$ cat config.mk
export PLATFORM = sky130hd
export DESIGN_NAME = dual_mode_gt
export DESIGN_NICKNAME = d
export VERILOG_FILES = /design/src/rtl/dmgt_pkg.sv /design/src/rtl/dmgt_low_mag.sv /design/src/rtl/dmgt_top_resolve.sv /design/src/rtl/dual_mode_gt.sv
export SDC_FILE = /design/constraint.sdc
export NUM_CORES = 1
export LEC_CHECK = 0
export BUFFER_PORTS_ARGS = -buffer_cell sky130_fd_sc_hd__clkbuf_2
export CORE_AREA = 2 2 39 41
export DETAILED_ROUTE_END_ITERATION = 10
export DIE_AREA = 0 0 41 43
export SETUP_SLACK_MARGIN = 0.2
export SLEW_MARGIN = 10
export SYNTH_ARGS = -nofsm -noshare
export SYNTH_HDL_FRONTEND = slang
export SYNTH_SLANG_ARGS = --single-unit
$ cat constraint.sdc
create_clock -name vclk -period 1.8
set_input_delay 0.27 -clock vclk [all_inputs]
set_output_delay 0.27 -clock vclk [all_outputs]
set_load 0.01 [all_outputs]
$ cat src/rtl/dmgt_pkg.sv
package dmgt_pkg;

    typedef enum logic {
        READ_UNSIGNED = 1'b0,
        READ_SIGNED   = 1'b1
    } read_mode_e;

    typedef struct packed {
        logic top_a;
        logic top_b;
        logic low_gt;
    } resolve_in_t;

endpackage

$ cat src/rtl/dmgt_low_mag.sv
module dmgt_low_mag #(
    parameter int LW = 7
) (
    input  logic [LW-1:0] lo_a,
    input  logic [LW-1:0] lo_b,
    output logic          lo_gt
);

    logic gt_d;
    logic decided_d;

    // scan from the most significant low bit down; first differing bit decides
    always_comb begin
        gt_d      = 1'b0;
        decided_d = 1'b0;
        for (int i = LW - 1; i >= 0; i--) begin
            if (!decided_d && (lo_a[i] != lo_b[i])) begin
                gt_d      = lo_a[i];
                decided_d = 1'b1;
            end
        end
    end

    assign lo_gt = gt_d;

    // a greater result on the low field implies the fields differ
    always_comb begin
        assert_low_gt_needs_diff_R5: assert (!lo_gt || (lo_a != lo_b))
            else $error("low field reports greater on equal fields");
    end

endmodule

$ cat src/rtl/dmgt_top_resolve.sv
module dmgt_top_resolve
    import dmgt_pkg::*;
(
    input  resolve_in_t rin,
    input  read_mode_e  rmode,
    output logic        gt
);

    logic gt_d;

    always_comb begin
        if (rin.top_a == rin.top_b) begin
            gt_d = rin.low_gt;
        end else if (rmode == READ_SIGNED) begin
            gt_d = rin.top_b;   // sign bit 0 is the larger operand
        end else begin
            gt_d = rin.top_a;   // top bit 1 is the larger operand
        end
    end

    assign gt = gt_d;

    always_comb begin
        if (rin.top_a != rin.top_b && rmode == READ_SIGNED) begin
            assert_signed_top_differ_R3: assert (gt == !rin.top_a)
                else $error("signed top-bit resolution wrong");
        end
        if (rin.top_a != rin.top_b && rmode == READ_UNSIGNED) begin
            assert_unsigned_top_differ_R4: assert (gt == rin.top_a)
                else $error("unsigned top-bit resolution wrong");
        end
    end

endmodule

$ cat src/rtl/dual_mode_gt.sv
module dual_mode_gt
    import dmgt_pkg::*;
#(
    parameter int W = 8
) (
    input  logic [W-1:0] a,
    input  logic [W-1:0] b,
    input  logic         mode,
    output logic         a_gt_b
);

    localparam int LW  = W - 1;
    localparam int TOP = W - 1;

    logic        low_gt;
    resolve_in_t rin_d;
    read_mode_e  rmode_d;

    // the single shared low-field comparator
    dmgt_low_mag #(.LW(LW)) u_low (
        .lo_a  (a[LW-1:0]),
        .lo_b  (b[LW-1:0]),
        .lo_gt (low_gt)
    );

    always_comb begin
        rin_d.top_a  = a[TOP];
        rin_d.top_b  = b[TOP];
        rin_d.low_gt = low_gt;
        rmode_d      = read_mode_e'(mode);
    end

    dmgt_top_resolve u_res (
        .rin   (rin_d),
        .rmode (rmode_d),
        .gt    (a_gt_b)
    );

    always_comb begin
        assert_equal_is_zero_R6: assert (!(a == b) || !a_gt_b)
            else $error("equal operands report greater");
        if (a[TOP] == b[TOP]) begin
            assert_same_top_uses_low_R5: assert (a_gt_b == low_gt)
                else $error("equal top bits not taken from low field");
        end
    end

endmodule

==> flow_results.xml <==
<?xml version="1.0" encoding="UTF-8"?>
<metrics>
  <group name="final_layout">
    <metric name="num-nets-final" unit="">74</metric>
    <metric name="nFillCells" unit="">163</metric>
    <metric name="antenna_cells" unit="">0</metric>
    <metric name="area_overhead_vs_synth" unit="%">89.77</metric>
    <metric name="sequential_cell_area" unit="sq um">0</metric>
    <metric name="layout.cell_area.non_filler" unit="sq um">417.9</metric>
    <metric name="nFlopsAndLatches" unit="">0</metric>
    <metric name="clockBufferCount" unit="">0</metric>
    <metric name="fraction_of_layout_cells_with_a_size_suffix_above_1" unit="">0.4444</metric>
  </group>
  <group name="die">
    <metric name="num_rows" unit="">14</metric>
    <metric name="start_util" unit="">0.1591</metric>
    <metric name="ios" unit="">18</metric>
    <metric name="core_area" unit="sq um">1384</metric>
    <metric name="fp.dieW" unit="microns">41</metric>
    <metric name="die_area" unit="sq um">1763</metric>
    <metric name="fp.dieH" unit="microns">43</metric>
  </group>
  <group name="yosys">
    <metric name="synthTopCellsByCount" unit="">5 x sky130_fd_sc_hd__inv_1, 4 x sky130_fd_sc_hd__xor2_1, 3 x sky130_fd_sc_hd__a21o_1</metric>
    <metric name="share_of_synthesized_area_occupied_by_flip_flops_and_latches" unit="">0</metric>
    <metric name="syn-instance-count" unit="">33</metric>
    <metric name="synth_top_area_share" unit="">0.1591</metric>
    <metric name="syn_area_per_cell" unit="sq um">6.673</metric>
    <metric name="mappedNetlistNets" unit="">51</metric>
    <metric name="syn_area" unit="sq um">220.2</metric>
    <metric name="netlist-cell-type-count" unit="">20</metric>
    <metric name="post-synth-top-count-cell" unit="">sky130_fd_sc_hd__inv_1</metric>
    <metric name="post_synth_main_area_contributors" unit="">sky130_fd_sc_hd__xor2_1 16%, sky130_fd_sc_hd__a21o_1 10%, sky130_fd_sc_hd__inv_1 8.5%</metric>
    <metric name="yosysTopAreaCell" unit="">sky130_fd_sc_hd__xor2_1</metric>
    <metric name="synth.yosys.warnings" unit="">0</metric>
  </group>
  <group name="drt">
    <metric name="dr_total_vias" unit="">311</metric>
    <metric name="total_wire_length_after_detailed_routing" unit="microns">539</metric>
    <metric name="routed_via_density" unit="">4.443</metric>
    <metric name="drt_first_iter_violations" unit="">3</metric>
    <metric name="drc_errors" unit="">0</metric>
    <metric name="avgRoutedWirePerCell" unit="microns">7.700</metric>
    <metric name="number_of_detailed_route_iterations_in_the_first_pass" unit="">2</metric>
    <metric name="ant_nets" unit="">0</metric>
  </group>
  <group name="power_and_ir_drop">
    <metric name="p_int" unit="mW">0.05539</metric>
    <metric name="comb_power_share" unit="">1.000</metric>
    <metric name="powerDensity" unit="nW/um^2">239.1</metric>
    <metric name="p_leak" unit="nW">0.2061</metric>
    <metric name="clockPowerShare" unit="">0</metric>
    <metric name="power.net_switching" unit="mW">0.04454</metric>
    <metric name="power_frac_seq" unit="">0</metric>
    <metric name="worst_ir_drop_vdd" unit="uV">94.90</metric>
    <metric name="power.switching_fraction" unit="">0.4457</metric>
  </group>
  <group name="timing">
    <metric name="drv_slew" unit="">0</metric>
    <metric name="rsz0062_at_grt" unit="">yes</metric>
    <metric name="timing.slew.headroom" unit="">0.8209</metric>
    <metric name="fin_ws" unit="ns">-0.1283</metric>
    <metric name="hold-worst-slack" unit="ns">0.9269</metric>
    <metric name="post-route-period-util" unit="">1.071</metric>
    <metric name="worst-slew-pin-transition" unit="ns">0.2687</metric>
    <metric name="timing.fmax" unit="MHz">518.6</metric>
    <metric name="layout_min_cycle_time" unit="ns">1.928</metric>
    <metric name="finalSetupViolations" unit="">1</metric>
    <metric name="finalHoldViolCount" unit="">0</metric>
  </group>
  <group name="status">
    <metric name="outcome" unit="">complete, but fails checks</metric>
    <metric name="failed_checks" unit="">setup timing</metric>
  </group>
  <group name="place">
    <metric name="portBuffers" unit="">18</metric>
    <metric name="place_worst_setup_slack" unit="ns">-0.1309</metric>
    <metric name="place.gp.congestion" unit="">0.7597</metric>
    <metric name="place_area" unit="sq um">370.4</metric>
    <metric name="dp_hpwl" unit="microns">494.1</metric>
  </group>
  <group name="setup_path">
    <metric name="crit_path_start_kind" unit="">input port</metric>
    <metric name="critical_path.endpoint_type" unit="">output pin</metric>
    <metric name="critPathLaunch" unit="">a[2]</metric>
    <metric name="crit_path_max_fanout" unit="">3</metric>
    <metric name="worst_setup_path_endpoint" unit="">a_gt_b</metric>
    <metric name="worstPathRequired" unit="ns">1.53</metric>
    <metric name="critical-path-slowest-cell" unit="">sky130_fd_sc_hd__a2111oi_4</metric>
    <metric name="cp.arrival" unit="ns">1.66</metric>
    <metric name="timing_worst_setup_path_type" unit="">in2out</metric>
    <metric name="crit_path_cell_trace" unit="">buf_8 &gt; xor2_4 &gt; a2111oi_4 &gt; a32oi_1 &gt; o22a_1 &gt; a31oi_1 &gt; a21o_1 &gt; buf_2</metric>
    <metric name="critical-path-max-stage-delay" unit="ns">0.33</metric>
  </group>
  <group name="global_route">
    <metric name="grt-ovfl-total" unit="">0</metric>
    <metric name="via_count_of_the_first_global_routing_pass" unit="">268</metric>
    <metric name="antenna_found_initial" unit="">0</metric>
    <metric name="grt_first_pass_wirelength" unit="microns">917</metric>
    <metric name="maximum_number_of_pins_on_one_net_before_global_route_repair" unit="">5</metric>
    <metric name="grt_use_total" unit="">0.06693</metric>
  </group>
  <group name="clocking">
    <metric name="hold_buffers" unit="">0</metric>
    <metric name="post-cts-setup-buffers" unit="">0</metric>
  </group>
  <group name="min_path">
    <metric name="hold_path_depth" unit="">4</metric>
    <metric name="holdCritPathClass" unit="">in2out</metric>
  </group>
  <group name="job">
    <metric name="max_cap_viol_count" unit="">0</metric>
  </group>
</metrics>
-- layout by cell type (no fill, tap or decap), drive strengths merged, types with 2 or more instances in the layout --
cell / n
clkbuf: 15
buf: 6
inv: 5
xor2: 4
a21o: 3
nand2b: 2
nand3: 2
a21oi: 2
nand2: 2
-- through the flow --
stage          utilization  total power [mW]  setup TNS [ns]  instances
2_1_floorplan            -           0.04690               0         33
3_3_place_gp        0.2676           0.08556         -0.1290         70
3_5_place_dp        0.2676           0.08751         -0.1309         70
4_1_cts             0.2676           0.08809         -0.1219         70
5_1_grt             0.3020            0.1115         -0.2311         70
6_report            0.3020           0.09992         -0.1283         70
-- worst min-delay path by stage --
stage	startpoint	slack, ns	end
2_1_floorplan	b[7]	0.73	a_gt_b
5_1_grt	b[7]	0.96	a_gt_b
6_report	b[7]	0.93	a_gt_b
4_1_cts	b[7]	0.92	a_gt_b
3_3_place_gp	b[7]	0.91	a_gt_b
3_5_place_dp	b[7]	0.92	a_gt_b
-- metal layers --
metal  global-route usage  routed length [microns]  part of all wire
met4                    0                        0                 0
met5                    0                        0                 0
met3                    0                       43             0.080
met2               0.1313                      274              0.51
met1              0.07911                      222              0.41
-- timing repair --
item / CTS / global route
pin swaps: 3 / 5
gates resized for setup: 0 / 10
endpoints found under the setup margin: 1 / 1
-- cells by family after synthesis --
logic type | share of synthesized area
xor+xnor | 0.1989
simple gates | 0.2273
compound gates | 0.4319
fa+ha+maj | 0.05681
buf+inv | 0.08524
-- layout make-up --
class / count / area, sq um / area share
tap: 16 / 20.02 / 0.04790
timing repair buffer: 21 / 128.9 / 0.3084
multi-input combinational: 28 / 250.2 / 0.5988
inverter: 5 / 18.77 / 0.04491
-- worst max-delay path: cells and delay by family --
kind | cells | cell delay (ns)
AOI/OAI and AO/OA | 5 | 0.99
buffers and inverters | 2 | 0.23
xor gates and xnor gates | 1 | 0.18
-- power groups by stage --
stage / clock network [mW] / logic [mW] / registers (mW)
final: 0 / 0.0999 / 0
after CTS: 0 / 0.0881 / 0
after global placement: 0 / 0.0856 / 0
after global routing: 0 / 0.111 / 0
after floorplan: 0 / 0.0469 / 0
after detailed placement: 0 / 0.0875 / 0
No activity file was read; power rests on OpenSTA's default activity.
